[src/rtl/rxaf_pkg.sv]
package rxaf_pkg;

   typedef enum logic [1:0] {
      FS_IDLE = 2'd0,
      FS_ADDR = 2'd1,
      FS_BODY = 2'd2,
      FS_DROP = 2'd3
   } rxaf_state_e;

endpackage

[src/rtl/rxaf_frame_ctl.sv]
module rxaf_frame_ctl
   import rxaf_pkg::*;
#(
   parameter int ADDR_NIBS = 12,
   parameter int IDX_W     = 4
) (
   input  logic             clk,
   input  logic             rst_n,
   input  logic             ce,
   input  logic             in_vld,
   input  logic             abort,
   input  logic             filt_en,
   output rxaf_state_e      state,
   output logic [IDX_W-1:0] idx,
   output logic             en_now,
   output logic             last
);

   localparam logic [IDX_W-1:0] LAST_IDX = IDX_W'(ADDR_NIBS - 1);

   logic en_q;

   assign en_now = (state == FS_IDLE) ? filt_en : en_q;
   assign last   = (state == FS_ADDR) && (idx == LAST_IDX);

   always_ff @(posedge clk) begin
      if (!rst_n) begin
         state <= FS_IDLE;
         idx   <= '0;
         en_q  <= 1'b0;
      end else if (ce) begin
         if (!in_vld) begin
            state <= FS_IDLE;
            idx   <= '0;
         end else if (abort || state == FS_DROP) begin
            state <= FS_DROP;
         end else begin
            en_q <= en_now;
            case (state)
               FS_IDLE: begin
                  state <= FS_ADDR;
                  idx   <= IDX_W'(1);
               end
               FS_ADDR: begin
                  if (last) state <= FS_BODY;
                  else      idx   <= idx + 1'b1;
               end
               default: state <= FS_BODY;
            endcase
         end
      end
   end

endmodule

[src/rtl/rxaf_addr_cmp.sv]
module rxaf_addr_cmp #(
   parameter int NIB_W     = 4,
   parameter int ADDR_W    = 48,
   parameter int ADDR_NIBS = 12,
   parameter int IDX_W     = 4,
   parameter bit BUFFERED  = 1'b0
) (
   input  logic              clk,
   input  logic              rst_n,
   input  logic              adv,
   input  logic              first,
   input  logic [IDX_W-1:0]  idx,
   input  logic [NIB_W-1:0]  nib,
   input  logic [ADDR_W-1:0] station,
   output logic              hit_now,
   output logic              bc_now
);

   // Expected nibble at arrival position i: byte i/2 from the top, low half first.
   function automatic logic [NIB_W-1:0] exp_nib(input logic [ADDR_W-1:0] st,
                                                input logic [IDX_W-1:0]  i);
      int         byte_i;
      logic [7:0] b;
      byte_i = int'(i) >> 1;
      b      = 8'(st >> (ADDR_W - 8 - 8 * byte_i));
      return i[0] ? b[7:4] : b[3:0];
   endfunction

   generate
      if (BUFFERED) begin : g_buffered
         logic [ADDR_W-1:0] nib_buf;
         logic [ADDR_W-1:0] seen_vec;
         logic [ADDR_W-1:0] ref_vec;

         always_ff @(posedge clk) begin
            if (adv) nib_buf[idx*NIB_W +: NIB_W] <= nib;
         end

         always_comb begin
            seen_vec = nib_buf;
            seen_vec[idx*NIB_W +: NIB_W] = nib;
            for (int k = 0; k < ADDR_NIBS; k++)
               ref_vec[k*NIB_W +: NIB_W] = exp_nib(station, IDX_W'(k));
         end

         assign hit_now = (seen_vec == ref_vec);
         assign bc_now  = &seen_vec;
      end else begin : g_running
         logic m_run, b_run;
         logic m_base, b_base;

         assign m_base  = first ? 1'b1 : m_run;
         assign b_base  = first ? 1'b1 : b_run;
         assign hit_now = m_base && (nib == exp_nib(station, idx));
         assign bc_now  = b_base && (&nib);

         always_ff @(posedge clk) begin
            if (!rst_n) begin
               m_run <= 1'b1;
               b_run <= 1'b1;
            end else if (adv) begin
               m_run <= hit_now;
               b_run <= bc_now;
            end
         end
      end
   endgenerate

endmodule

[src/rtl/rxaf_out_stage.sv]
module rxaf_out_stage
   import rxaf_pkg::*;
#(
   parameter int NIB_W = 4
) (
   input  logic             clk,
   input  logic             rst_n,
   input  logic             ce,
   input  logic             in_vld,
   input  logic             abort,
   input  rxaf_state_e      state,
   input  logic             en_now,
   input  logic             last,
   input  logic             hit_now,
   input  logic             bc_now,
   input  logic [NIB_W-1:0] in_nib,
   output logic             out_vld,
   output logic [NIB_W-1:0] out_nib,
   output logic             addr_err,
   output logic             bcast
);

   always_ff @(posedge clk) begin
      if (!rst_n) begin
         out_vld  <= 1'b0;
         out_nib  <= '0;
         addr_err <= 1'b0;
         bcast    <= 1'b0;
      end else if (ce) begin
         if (!in_vld || abort || state == FS_DROP) begin
            out_vld  <= 1'b0;
            out_nib  <= '0;
            addr_err <= 1'b0;
            bcast    <= 1'b0;
         end else begin
            out_vld <= en_now ? (state == FS_BODY && !addr_err) : 1'b1;
            out_nib <= in_nib;
            if (last) begin
               bcast    <= bc_now;
               addr_err <= en_now && !(hit_now || bc_now);
            end
         end
      end
   end

   assert_drop_quiet_R7: assert property (@(posedge clk) disable iff (!rst_n)
      (state == FS_DROP) |-> (!out_vld && !addr_err && !bcast));

   assert_idle_clear_R9: assert property (@(posedge clk) disable iff (!rst_n)
      (ce && !in_vld) |=> (!out_vld && !addr_err && !bcast));

   assert_hold_no_ce_R8: assert property (@(posedge clk) disable iff (!rst_n)
      !ce |=> ($stable(out_vld) && $stable(out_nib) && $stable(addr_err) && $stable(bcast)));

   assert_err_blocks_out_R4: assert property (@(posedge clk) disable iff (!rst_n)
      addr_err |-> !out_vld);

   assert_addr_hidden_R2: assert property (@(posedge clk) disable iff (!rst_n)
      (state == FS_ADDR && en_now) |-> !out_vld);

endmodule

[src/rtl/eth_rx_addr_filter.sv]
module eth_rx_addr_filter
   import rxaf_pkg::*;
#(
   parameter int NIB_W    = 4,
   parameter int ADDR_W   = 48,
   parameter bit BUFFERED = 1'b0
) (
   input  logic              clk,
   input  logic              rst_n,
   input  logic              ce,
   input  logic              filt_en,
   input  logic [ADDR_W-1:0] station_addr,
   input  logic              in_vld,
   input  logic [NIB_W-1:0]  in_nib,
   input  logic              abort,
   output logic              out_vld,
   output logic [NIB_W-1:0]  out_nib,
   output logic              addr_err,
   output logic              bcast
);

   localparam int ADDR_NIBS = ADDR_W / NIB_W;
   localparam int IDX_W     = $clog2(ADDR_NIBS);

   generate
      if (NIB_W != 4) begin : g_bad_nib
         $error("eth_rx_addr_filter: NIB_W must be 4");
      end
      if ((ADDR_W % 8) != 0 || ADDR_W < 16) begin : g_bad_addr
         $error("eth_rx_addr_filter: ADDR_W must be a byte multiple of at least 16");
      end
   endgenerate

   rxaf_state_e      state;
   logic [IDX_W-1:0] idx;
   logic             en_now, last, adv, hit_now, bc_now;

   assign adv = ce && in_vld && !abort && (state == FS_IDLE || state == FS_ADDR);

   rxaf_frame_ctl #(.ADDR_NIBS(ADDR_NIBS), .IDX_W(IDX_W)) i_ctl (
      .clk(clk), .rst_n(rst_n), .ce(ce), .in_vld(in_vld), .abort(abort),
      .filt_en(filt_en), .state(state), .idx(idx), .en_now(en_now), .last(last)
   );

   rxaf_addr_cmp #(.NIB_W(NIB_W), .ADDR_W(ADDR_W), .ADDR_NIBS(ADDR_NIBS),
                   .IDX_W(IDX_W), .BUFFERED(BUFFERED)) i_cmp (
      .clk(clk), .rst_n(rst_n), .adv(adv), .first(state == FS_IDLE),
      .idx(idx), .nib(in_nib), .station(station_addr),
      .hit_now(hit_now), .bc_now(bc_now)
   );

   rxaf_out_stage #(.NIB_W(NIB_W)) i_out (
      .clk(clk), .rst_n(rst_n), .ce(ce), .in_vld(in_vld), .abort(abort),
      .state(state), .en_now(en_now), .last(last), .hit_now(hit_now),
      .bc_now(bc_now), .in_nib(in_nib), .out_vld(out_vld), .out_nib(out_nib),
      .addr_err(addr_err), .bcast(bcast)
   );

endmodule

[config.mk]
export PLATFORM = sky130hd
export DESIGN_NAME = eth_rx_addr_filter
export DESIGN_NICKNAME = d
export VERILOG_FILES = /design/src/rtl/rxaf_pkg.sv /design/src/rtl/rxaf_frame_ctl.sv /design/src/rtl/rxaf_addr_cmp.sv /design/src/rtl/rxaf_out_stage.sv /design/src/rtl/eth_rx_addr_filter.sv
export SDC_FILE = /design/constraint.sdc
export NUM_CORES = 1
export LEC_CHECK = 0
export ABC_AREA = 1
export BUFFER_PORTS_ARGS = -buffer_cell sky130_fd_sc_hd__buf_2
export CAP_MARGIN = 10
export CORE_ASPECT_RATIO = 0.7
export CORE_MARGIN = 4
export CORE_UTILIZATION = 45
export CTS_CLUSTER_DIAMETER = 30
export DETAILED_ROUTE_END_ITERATION = 12
export PLACE_DENSITY = 0.8
export SYNTH_ARGS = -nofsm -noshare
export SYNTH_HDL_FRONTEND = slang
export SYNTH_HIERARCHICAL = 1
export SYNTH_SLANG_ARGS = --single-unit
[constraint.sdc]
create_clock -name clk -period 4.3 [get_ports clk]
set_input_delay 1.075 -clock clk [delete_from_list [all_inputs] [get_ports clk]]
set_output_delay 1.075 -clock clk [all_outputs]
set_load 0.05 [all_outputs]
After elaboration in Yosys (flattened, before gate mapping). Cells that the tools add are included.

Add/subtract/negate cells: 2. Eq/ne operators: 9. Shift-type cells: 1. Multiplexer cells: 19. Bitwise gates (word level): 1. Reductions and logical operators: 24.

Operators by type and width (count): $shr 48x32->8 (1); $mux 4 (5); $mux 1 (9); $logic_and 1x1->1 (8); $pmux 4 s2 (1); $reduce_and 4->1 (2); $sub 6x6->7 const A (1); $mux 2 (3); $logic_or 1x1->1 (5); $add 4x1->4 const B (1); $eq 2x2->1 const B (2); $eq 4x4->1 (1); $eq 4x4->1 const B (1); $logic_not 1->1 (4); $ne 4x2->1 const B (1); $pmux 2 s2 (1); $reduce_and 2->1 (2); $ne 3x1->1 const B (1); $ne 3x3->1 const B (1); $reduce_and 3->1 (1); $eq 2x1->1 const B (1); $logic_not 2->1 (1); $ne 2x2->1 const B (1); $reduce_bool 2->1 (1); $not 1->1 (1).

Flip-flop bits (word level): 16. Input bits: 58. Output and inout bits: 7. Word-level logic and storage cells: 65.

Depth between registers and ports, before layout. Gate-level depths: netlist (run 1).

Word-level depth: 10. Gate-level depth with buffers: 16. Depth with buffers taken out: 14.

By module. Netlist (run 1), hierarchy kept.

Modules (own cells, without submodules): rxaf_addr_cmp (instances 1, cells an instance 154, area each 723.2 um^2, seq. area each 40.0 um^2); rxaf_frame_ctl (instances 1, cells an instance 78, area each 484.2 um^2, seq. area each 140.1 um^2); rxaf_out_stage (instances 1, cells an instance 46, area each 325.3 um^2, seq. area each 140.1 um^2); eth_rx_addr_filter (instances 1, cells an instance 6, area each 25.0 um^2, seq. area each 0.0 um^2).

Least setup slack after synthesis (run 1). OpenSTA, ideal clock, no wires.

Kind: input to register. Start point: input station_addr[4]. End point: register i_out.addr_err. Setup time: 0.066 ns. Arrival: 2.269 ns. Required time: 4.234 ns. Path slack: 1.965 ns. Cell stages on the path: 13. Buffers on the path: 0. Cell sequence: or2_2 nand2_1 nand3_1 nand3_1 nand2_1 nand2_1 nand2_1 nand2_1 nor2_1 and3_1 nor3b_1 nand3_1 a21oi_2.

Longest elaborated chain between the ends: 9.

Ends and longest elaborated chain: start, declared (RTL line eth_rx_addr_filter.sv:12) `input logic [ADDR_W-1:0] station_addr,`; $shr 48x32->8 (RTL line rxaf_addr_cmp.sv:25) `b = 8'(st >> (ADDR_W - 8 - 8 * byte_i));`; $mux 4 (RTL line rxaf_addr_cmp.sv:26) `return i[0] ? b[7:4] : b[3:0];`; $eq 4x4->1 (RTL line rxaf_addr_cmp.sv:54) `assign hit_now = m_base && (nib == exp_nib(station, idx));`; $logic_and 1x1->1 (RTL line rxaf_addr_cmp.sv:54); via hit_now (RTL line eth_rx_addr_filter.sv:36) `logic en_now, last, adv, hit_now, bc_now;`; $logic_or 1x1->1 (RTL line rxaf_out_stage.sv:40) `addr_err <= en_now && !(hit_now || bc_now);`; $logic_not 1->1 (RTL line rxaf_out_stage.sv:40); $logic_and 1x1->1 (RTL line rxaf_out_stage.sv:40); $mux 1 (RTL line rxaf_out_stage.sv:38) `if (last) begin`; $mux 1 (RTL line rxaf_out_stage.sv:30) `if (!in_vld || abort || state == FS_DROP) begin`; end signal, assigned (RTL line rxaf_out_stage.sv:40); end, declared (RTL line rxaf_out_stage.sv:19) `output logic addr_err,`.

The timed path passes the listed nets, and every way through them passes these cells. The select of a mux whose other input is x is not followed. A chain may end at the register's enable or synchronous reset.

Worst setup path in the final report (run 1).
Start point: register i_ctl.idx[2]. End point: register i_out.addr_err.

Longest elaborated chain between the ends: 10. Elaborated cells on any way between the ends: 14. Those cells by class: add/sub (1); eq/ne (2); shift (1); mux (3); reduce/logical (7).

Ends and longest elaborated chain: start, declared (RTL line rxaf_frame_ctl.sv:14) `output logic [IDX_W-1:0] idx,`; start signal, assigned (RTL line rxaf_frame_ctl.sv:46) `else idx <= idx + 1'b1;`; $sub 6x6->7 (RTL line rxaf_addr_cmp.sv:25); $shr 48x32->8 (RTL line rxaf_addr_cmp.sv:25); $mux 4 (RTL line rxaf_addr_cmp.sv:26); $eq 4x4->1 (RTL line rxaf_addr_cmp.sv:54); $logic_and 1x1->1 (RTL line rxaf_addr_cmp.sv:54); via hit_now (RTL line eth_rx_addr_filter.sv:36); $logic_or 1x1->1 (RTL line rxaf_out_stage.sv:40); $logic_not 1->1 (RTL line rxaf_out_stage.sv:40); $logic_and 1x1->1 (RTL line rxaf_out_stage.sv:40); $mux 1 (RTL line rxaf_out_stage.sv:38); $mux 1 (RTL line rxaf_out_stage.sv:30).

The timed path passes the listed nets, and every way through them passes these cells. The select of a mux whose other input is x is not followed.

==> results by group, run 1 <==
Die
  • Die width: 78.3 um
  • IO Pins: 65
  • Starting density of the core: 48.2%
  • Placeable Area: 3230 sq um
  • Die area: 4480 sq um
  • Die extent in y: 57.2 um
  • Std-Cell Rows: 17

Global route
  • Remaining global-route overflow: 0
  • Met2 usage: 27.7%
  • GR peak layer: met2
  • Vias in the first global route: between 1500 and 2000
  • Global-route wire length before repair: 6.84 mm
  • Largest net degree at the start of global routing: 30
  • Initial antenna violation count: 0
  • Met3 usage: 4.10%
  • Met1 Usage GRT: 26.3%
  • Gr usage total: 18.1%

Power
  • Worst vdd ir: 0.142 mV
  • Total power density per cell area: 216 nW/um^2
  • Leakage: 1.03 nW

Setup path
  • CP Data Arrival Time: 2.57 ns
  • Setup crit start kind: flip-flop
  • Setup crit end kind: flip-flop
  • CP Class: reg2reg
  • CP max FO: 19
  • Data required time of the worst path: 4.48 ns

Flow run
  • Max-Cap Viols: 0

Synthesis
  • YS warnings: 6
  • Cells after synthesis: 284
  • Post-synth cell types: 26
  • Mean area per synthesized cell: 5.49 sq um
  • Area share of the leading cell type in the synthesized netlist: around a fifth
  • Register area share after synthesis: 20.6%
  • Register bit total from synthesis: 16
  • Area leader, netlist: dfxtp_1
  • Synth Net Count: between 300 and 400
  • Synth area leaders: dfxtp_1, nand2_1, nor2_1
  • Mapped cell area: roughly 1600 sq um

Timing
  • Setup Viol. Count Final: 0
  • Setup ws final: 1.91 ns
  • Crit path time final: roughly 2.4 ns
  • FMAX: 0.418 GHz
  • Final Max Tran Viols: 0
  • RSZ-0062 raised after global routing: no
  • Endpoints failing hold: 0
  • Setup Skew: approximately 0.0015 ns
  • Slew @ Worst Pin: 0.646 ns
  • Part of the cycle the worst path needs: 55.6%
  • Fin Setup TNS: 0 ns
  • Rel. slew slack: 56.9%

CTS
  • CTS tree: done
  • CTS buffer count: 3
  • Resized cells post-CTS: 0
  • Clk buf depth: 2
  • Reg clk slew, reported paths: 0.06 ns
  • Hold buffers post-CTS: 0
  • Latest clock arrival within the worst-skew pair: 0.25 ns
  • H-tree Lvls: 1
  • Post-CTS setup buffers: 0
  • Root Driver: clkbuf_8
  • Clock sinks: 16

Layout
  • Multi-input combinational cell area: 1030 sq um
  • Sequential cell area: roughly 320 sq um
  • Finished Layout Cells: 392
  • FILL cells: 347
  • Layout Nets: 407
  • ANT cells: 0
  • Share of cells above drive strength 1: 28.1%
  • Final Core Density: ~60%
  • Layout area overhead: 24.3%

Placement
  • Port Buffers: 64
  • DP Worst Slack: 1.74 ns
  • RD Place Congestion: 0.869
  • Placed Cells: a little under 400
  • Post-DP HPWL: 3.18 mm

Drt
  • Final WL: 3.97 mm
  • Drt wl/cell: about 10 um
  • Vias/cell: about 4.7
  • DRT Pass-1 Iters: 4
  • Antenna viol nets, final: 0
  • Vias: 1859
  • DR iter-0 viols: 86
  • DRC Markers: 0

Min path
  • Hold WC Path Type: reg2reg

Status
  • Status: complete, no violations
logic make-up after synthesis:
| kind of cell | Yosys count | synth area share, % |
|---|---|---|
| compound gates | 37 | 12.5 |
| fa+ha+maj | 2 | 1.61 |
| buf+inv | 48 | 13.1 |
| flops | 16 | 20.6 |
| simple gates | 181 | 52.2 |
cells in the final DEF (no fill, tap or decap), types with 7 or more instances in the layout:
cell,Yosys,routed
inv_2,7,7
o21ai_0,16,16
a21oi_1,10,10
nand3_1,27,27
nand2_1,73,73
buf_2,4,64
dfxtp_1,16,16
nor2_1,52,52
inv_1,34,34
sequential cells by signal, summed over array words and instances, names as in the netlist:
register	flops
i_out/bcast	1
i_cmp/g_running.b_run	1
i_out/out_vld	1
i_ctl/idx	4
i_ctl/state	2
i_ctl/en_q	1
i_out/out_nib	4
i_out/addr_err	1
i_cmp/g_running.m_run	1
final cells by class:
class	instances	share of cell area, %
inverter	41	7.95
timing repair buffer	65	16.9
multi-input combinational	220	53.4
clock buffer	3	2.13
sequential	16	16.5
tap	47	3.04
metrics by stage:
step | power [mW] | area, sq um | hold slack [ns]
floorplan | 0.266 | 1560 | 0.430
global placement | 0.309 | 1890 | 0.448
detailed placement | 0.310 | 1890 | 0.452
CTS | 0.423 | 1940 | 0.464
global route | 0.456 | 1940 | 0.485
finish | 0.418 | 1940 | 0.461
cell usage after synthesis, drive strengths merged:
cell / n
a21boi: 1
a21oi: 11
and3: 1
buf: 7
dfxtp: 16
ha: 2
inv: 41
nand2: 78
nand3: 31
nand3b: 1
nand4: 3
nor2: 60
nor3b: 1
o21ai: 22
o22ai: 3
or2: 6
routing by layer:
metal	vias up	share of wire [%]
met2	48	41
met5	-	0
met3	2	7.5
met1	794	51
met4	0	0.28
li1	1015	-
critical path, cell delays in order (launching register included):
cell and delay [ns]:
dfxtp_1 0.73, ha_1 0.41, nor2_1 0.24, nand2_1 0.09
nand2_1 0.07, nand2_1 0.06, nor2_1 0.10, nor2_1 0.06
and3_1 0.15, nor3b_1 0.18, nand3_1 0.11, a21oi_2 0.12
power by group:
group | internal [mW] | switching, mW
Combinational | 0.0593 | 0.0844
Clock | 0.0620 | 0.0482
Sequential | 0.155 | 0.00915
final timing paths:
check / startpoint / end / slack [ns] / cells after the start
setup / recovery: i_ctl/idx[2] / i_out/addr_err / 1.91 / 11
hold / removal: i_out/bcast / i_out/bcast / 0.46 / 2
setup reg to reg: i_ctl/idx[2] / i_out/addr_err / 1.91 / 11
hold reg to reg: i_out/bcast / i_out/bcast / 0.46 / 2
Power figures use the tool's default switching activity.
==> run 2, diff against run 1 <==
==> constraint.sdc (replaced) <==
create_clock -name clk -period 2.51 [get_ports clk]
set_input_delay 0.6275 -clock clk [delete_from_list [all_inputs] [get_ports clk]]
set_output_delay 0.6275 -clock clk [all_outputs]
set_load 0.05 [all_outputs]
==> run 2 against run 1 <==
Cell count increased by 0.77%. Non-clock buffer count increased by 3. Register-to-register slack got worse by 1.3 ns. Maximum frequency increased by 23%. Routed wire length increased by 6.3%. Critical endpoint unchanged. Largest cell class unchanged.
==> results by group, run 2 (synthesis results as in run 1) <==
Die
  • Starting density of the core: 48.2% (unchanged)
  • Placeable Area: 3230 sq um (unchanged)
  • Die extent in y: 57.2 um (unchanged)
  • IO Pins: 65 (unchanged)
  • Std-Cell Rows: 17 (unchanged)
  • Die area: 4480 sq um (unchanged)
  • Die width: 78.3 um (unchanged)

Power
  • Total power density per cell area: 369 nW/um^2 (was 216 nW/um^2)
  • Leakage: 1.04 nW (was 1.03 nW)
  • Worst vdd ir: 0.220 mV (was 0.142 mV)

Setup path
  • Setup crit end kind: flip-flop (unchanged)
  • Crit path max-delay family: simple AND/OR/NAND/NOR gates (unchanged)
  • CP Data Arrival Time: 2.13 ns (was 2.57 ns)
  • Slowest CP cell: dfxtp_1 (unchanged)
  • Buffers & Inverters on Critical Path: 1 (was 0)
  • Crit path cell chain: buf_4 > nor2_1 > nor2_1 > nand2_1 > nand3_1 > nand3_1 > nand2_1 > nand3_1 > nand2_1 > nor2_1 > and3_1 > nor3b_1 > nand3_1 > a21oi_2 (was ha_1 > nor2_1 > nand2_1 > nand2_1 > nand2_1 > nor2_1 > nor2_1 > and3_1 > nor3b_1 > nand3_1 > a21oi_2)
  • Data required time of the worst path: 2.69 ns (was 4.48 ns)
  • CP most frequent cell: nand3_1
  • CP Class: reg2reg (unchanged)
  • R2R Setup Slk: 0.57 ns (was 1.91 ns)
  • Setup crit start kind: flip-flop (unchanged)
  • CP peak stage delay: 0.34 ns (was 0.73 ns)
  • CP max FO: 29 (was 19)

Layout
  • Final Core Density: 60.6% (was 59.9%)
  • Top Registers: i_ctl/idx (4), i_out/out_nib (4), i_ctl/state (2) (unchanged)
  • Multi-input combinational cell area: 1030 sq um (unchanged)
  • Layout Nets: 410 (was 407)
  • FILL cells: 326 (was 347)
  • Sequential cell area: 320 sq um (unchanged)
  • Share of cells above drive strength 1: 28.7% (was 28.1%)
  • ANT cells: 0 (unchanged)
  • Commonest non-fill, non-tap cells in the layout: nand2_1, buf_2, nor2_1 (unchanged)
  • Commonest non-fill, non-tap cell in the layout: nand2_1 (unchanged)
  • Layout area overhead: 25.7% (was 24.3%)

Timing
  • RSZ-0062 raised after global routing: no (unchanged)
  • FMAX: 0.515 GHz (was 0.418 GHz)
  • Setup Viol. Count Final: 0 (unchanged)
  • Rel. slew slack: 75.7% (was 56.9%)
  • Final Max Tran Viols: 0 (unchanged)
  • Fin Setup TNS: 0 ns (unchanged)
  • Slew @ Worst Pin: 0.364 ns (was 0.646 ns)
  • Crit path time final: 1.94 ns (was 2.39 ns)
  • Worst hold slack: 0.461 ns (about the same)
  • Endpoints failing hold: 0 (unchanged)
  • Setup Skew: 0.00324 ns (was 0.00146 ns)
  • Part of the cycle the worst path needs: 77.4% (was 55.6%)

CTS
  • Resized cells post-CTS: 0 (unchanged)
  • Post-CTS setup buffers: 0 (unchanged)
  • CTS tree: done (unchanged)
  • Latest clock arrival within the worst-skew pair: 0.25 ns (about the same)
  • Hold buffers post-CTS: 0 (unchanged)
  • CTS buffer count: 3 (unchanged)
  • Root Driver: clkbuf_8 (unchanged)
  • Clock sinks: 16 (unchanged)
  • Clk buf depth: 2 (unchanged)
  • H-tree Lvls: 1 (unchanged)
  • Reg clk slew, reported paths: 0.06 ns (about the same)

Global route
  • Global-route wire length before repair: 7.25 mm (was 6.84 mm)
  • Vias in the first global route: 1756 (was 1619)
  • Initial antenna violation count: 0 (unchanged)
  • Gr usage total: 19.4% (was 18.1%)
  • Largest net degree at the start of global routing: 30 (unchanged)
  • Remaining global-route overflow: 0 (unchanged)

Drt
  • Final WL: 4.22 mm (was 3.97 mm)
  • Drt wl/cell: 10.7 um (was 10.1 um)
  • Antenna viol nets, final: 0 (unchanged)
  • Vias: 1913 (was 1859)
  • Vias/cell: 4.84 (was 4.74)
  • DRT Pass-1 Iters: 4 (unchanged)
  • DRC Markers: 0 (unchanged)
  • DR iter-0 viols: 109 (was 86)

Placement
  • RD Place Congestion: 0.876 (was 0.869)
  • Port Buffers: 64 (unchanged)
  • Post-DP HPWL: 3.40 mm (was 3.18 mm)

Flow run
  • Max-Cap Viols: 0 (unchanged)

Status
  • Status: complete, no violations (unchanged)

Min path
  • Hold WC Path Type: reg2reg (unchanged)
[run 2: cell count changes in the layout (fill, tap and decap cells not counted), sizes merged]
cell	before	now
buf	65	68
[run 2: metrics by stage]
stage               cells  setup WS (ns)  instance area, sq um  power [mW]
floorplan             284          0.622                  1560       0.456
global placement      392          0.419                  1920       0.531
detailed placement    392          0.403                  1920       0.536
CTS                   395          0.574                  1960       0.730
global route          395          0.249                  1960       0.785
finish                395          0.568                  1960       0.723
[run 2: metal layers]
layer / vias to the layer above / wire length, um / global-route usage (%)
met3: 5 / 244 / 4.26
met4: 0 / 17 / 3.24
met5: - / 0 / 0
met1: 840 / 2140 / 26.8
met2: 49 / 1820 / 31.6
li1: 1019 / - / -
[run 2: layout make-up]
| type | instances | share of cell area (%) |
|---|---|---|
| Clock buffer | 3 | 2.11 |
| Sequential cell | 16 | 16.4 |
| Multi-Input combinational cell | 220 | 52.8 |
| Tap cell | 47 | 3.00 |
| Timing Repair Buffer | 68 | 17.9 |
| Inverter | 41 | 7.86 |
[run 2: worst paths after layout]
check / start / end / depth (start not counted)
worst max register to register: i_ctl/idx[1] / i_out/addr_err / 14
worst max-delay path: i_ctl/idx[1] / i_out/addr_err / 14
worst min register to register: i_out/bcast / i_out/bcast / 2
worst min-delay path: i_out/bcast / i_out/bcast / 2
[run 2: power breakdown]
part | total, mW | switching (mW) | internal (mW)
clock | 0.190 | 0.0834 | 0.106
combinational | 0.254 | 0.151 | 0.103
sequential | 0.279 | 0.0139 | 0.265
total | 0.723 | 0.248 | 0.475
[run 2: worst min-delay path, cell delays in order, from the launching register on]
cell     delay [ns]
dfxtp_1        0.31
nand2_1        0.06
a21oi_1        0.05
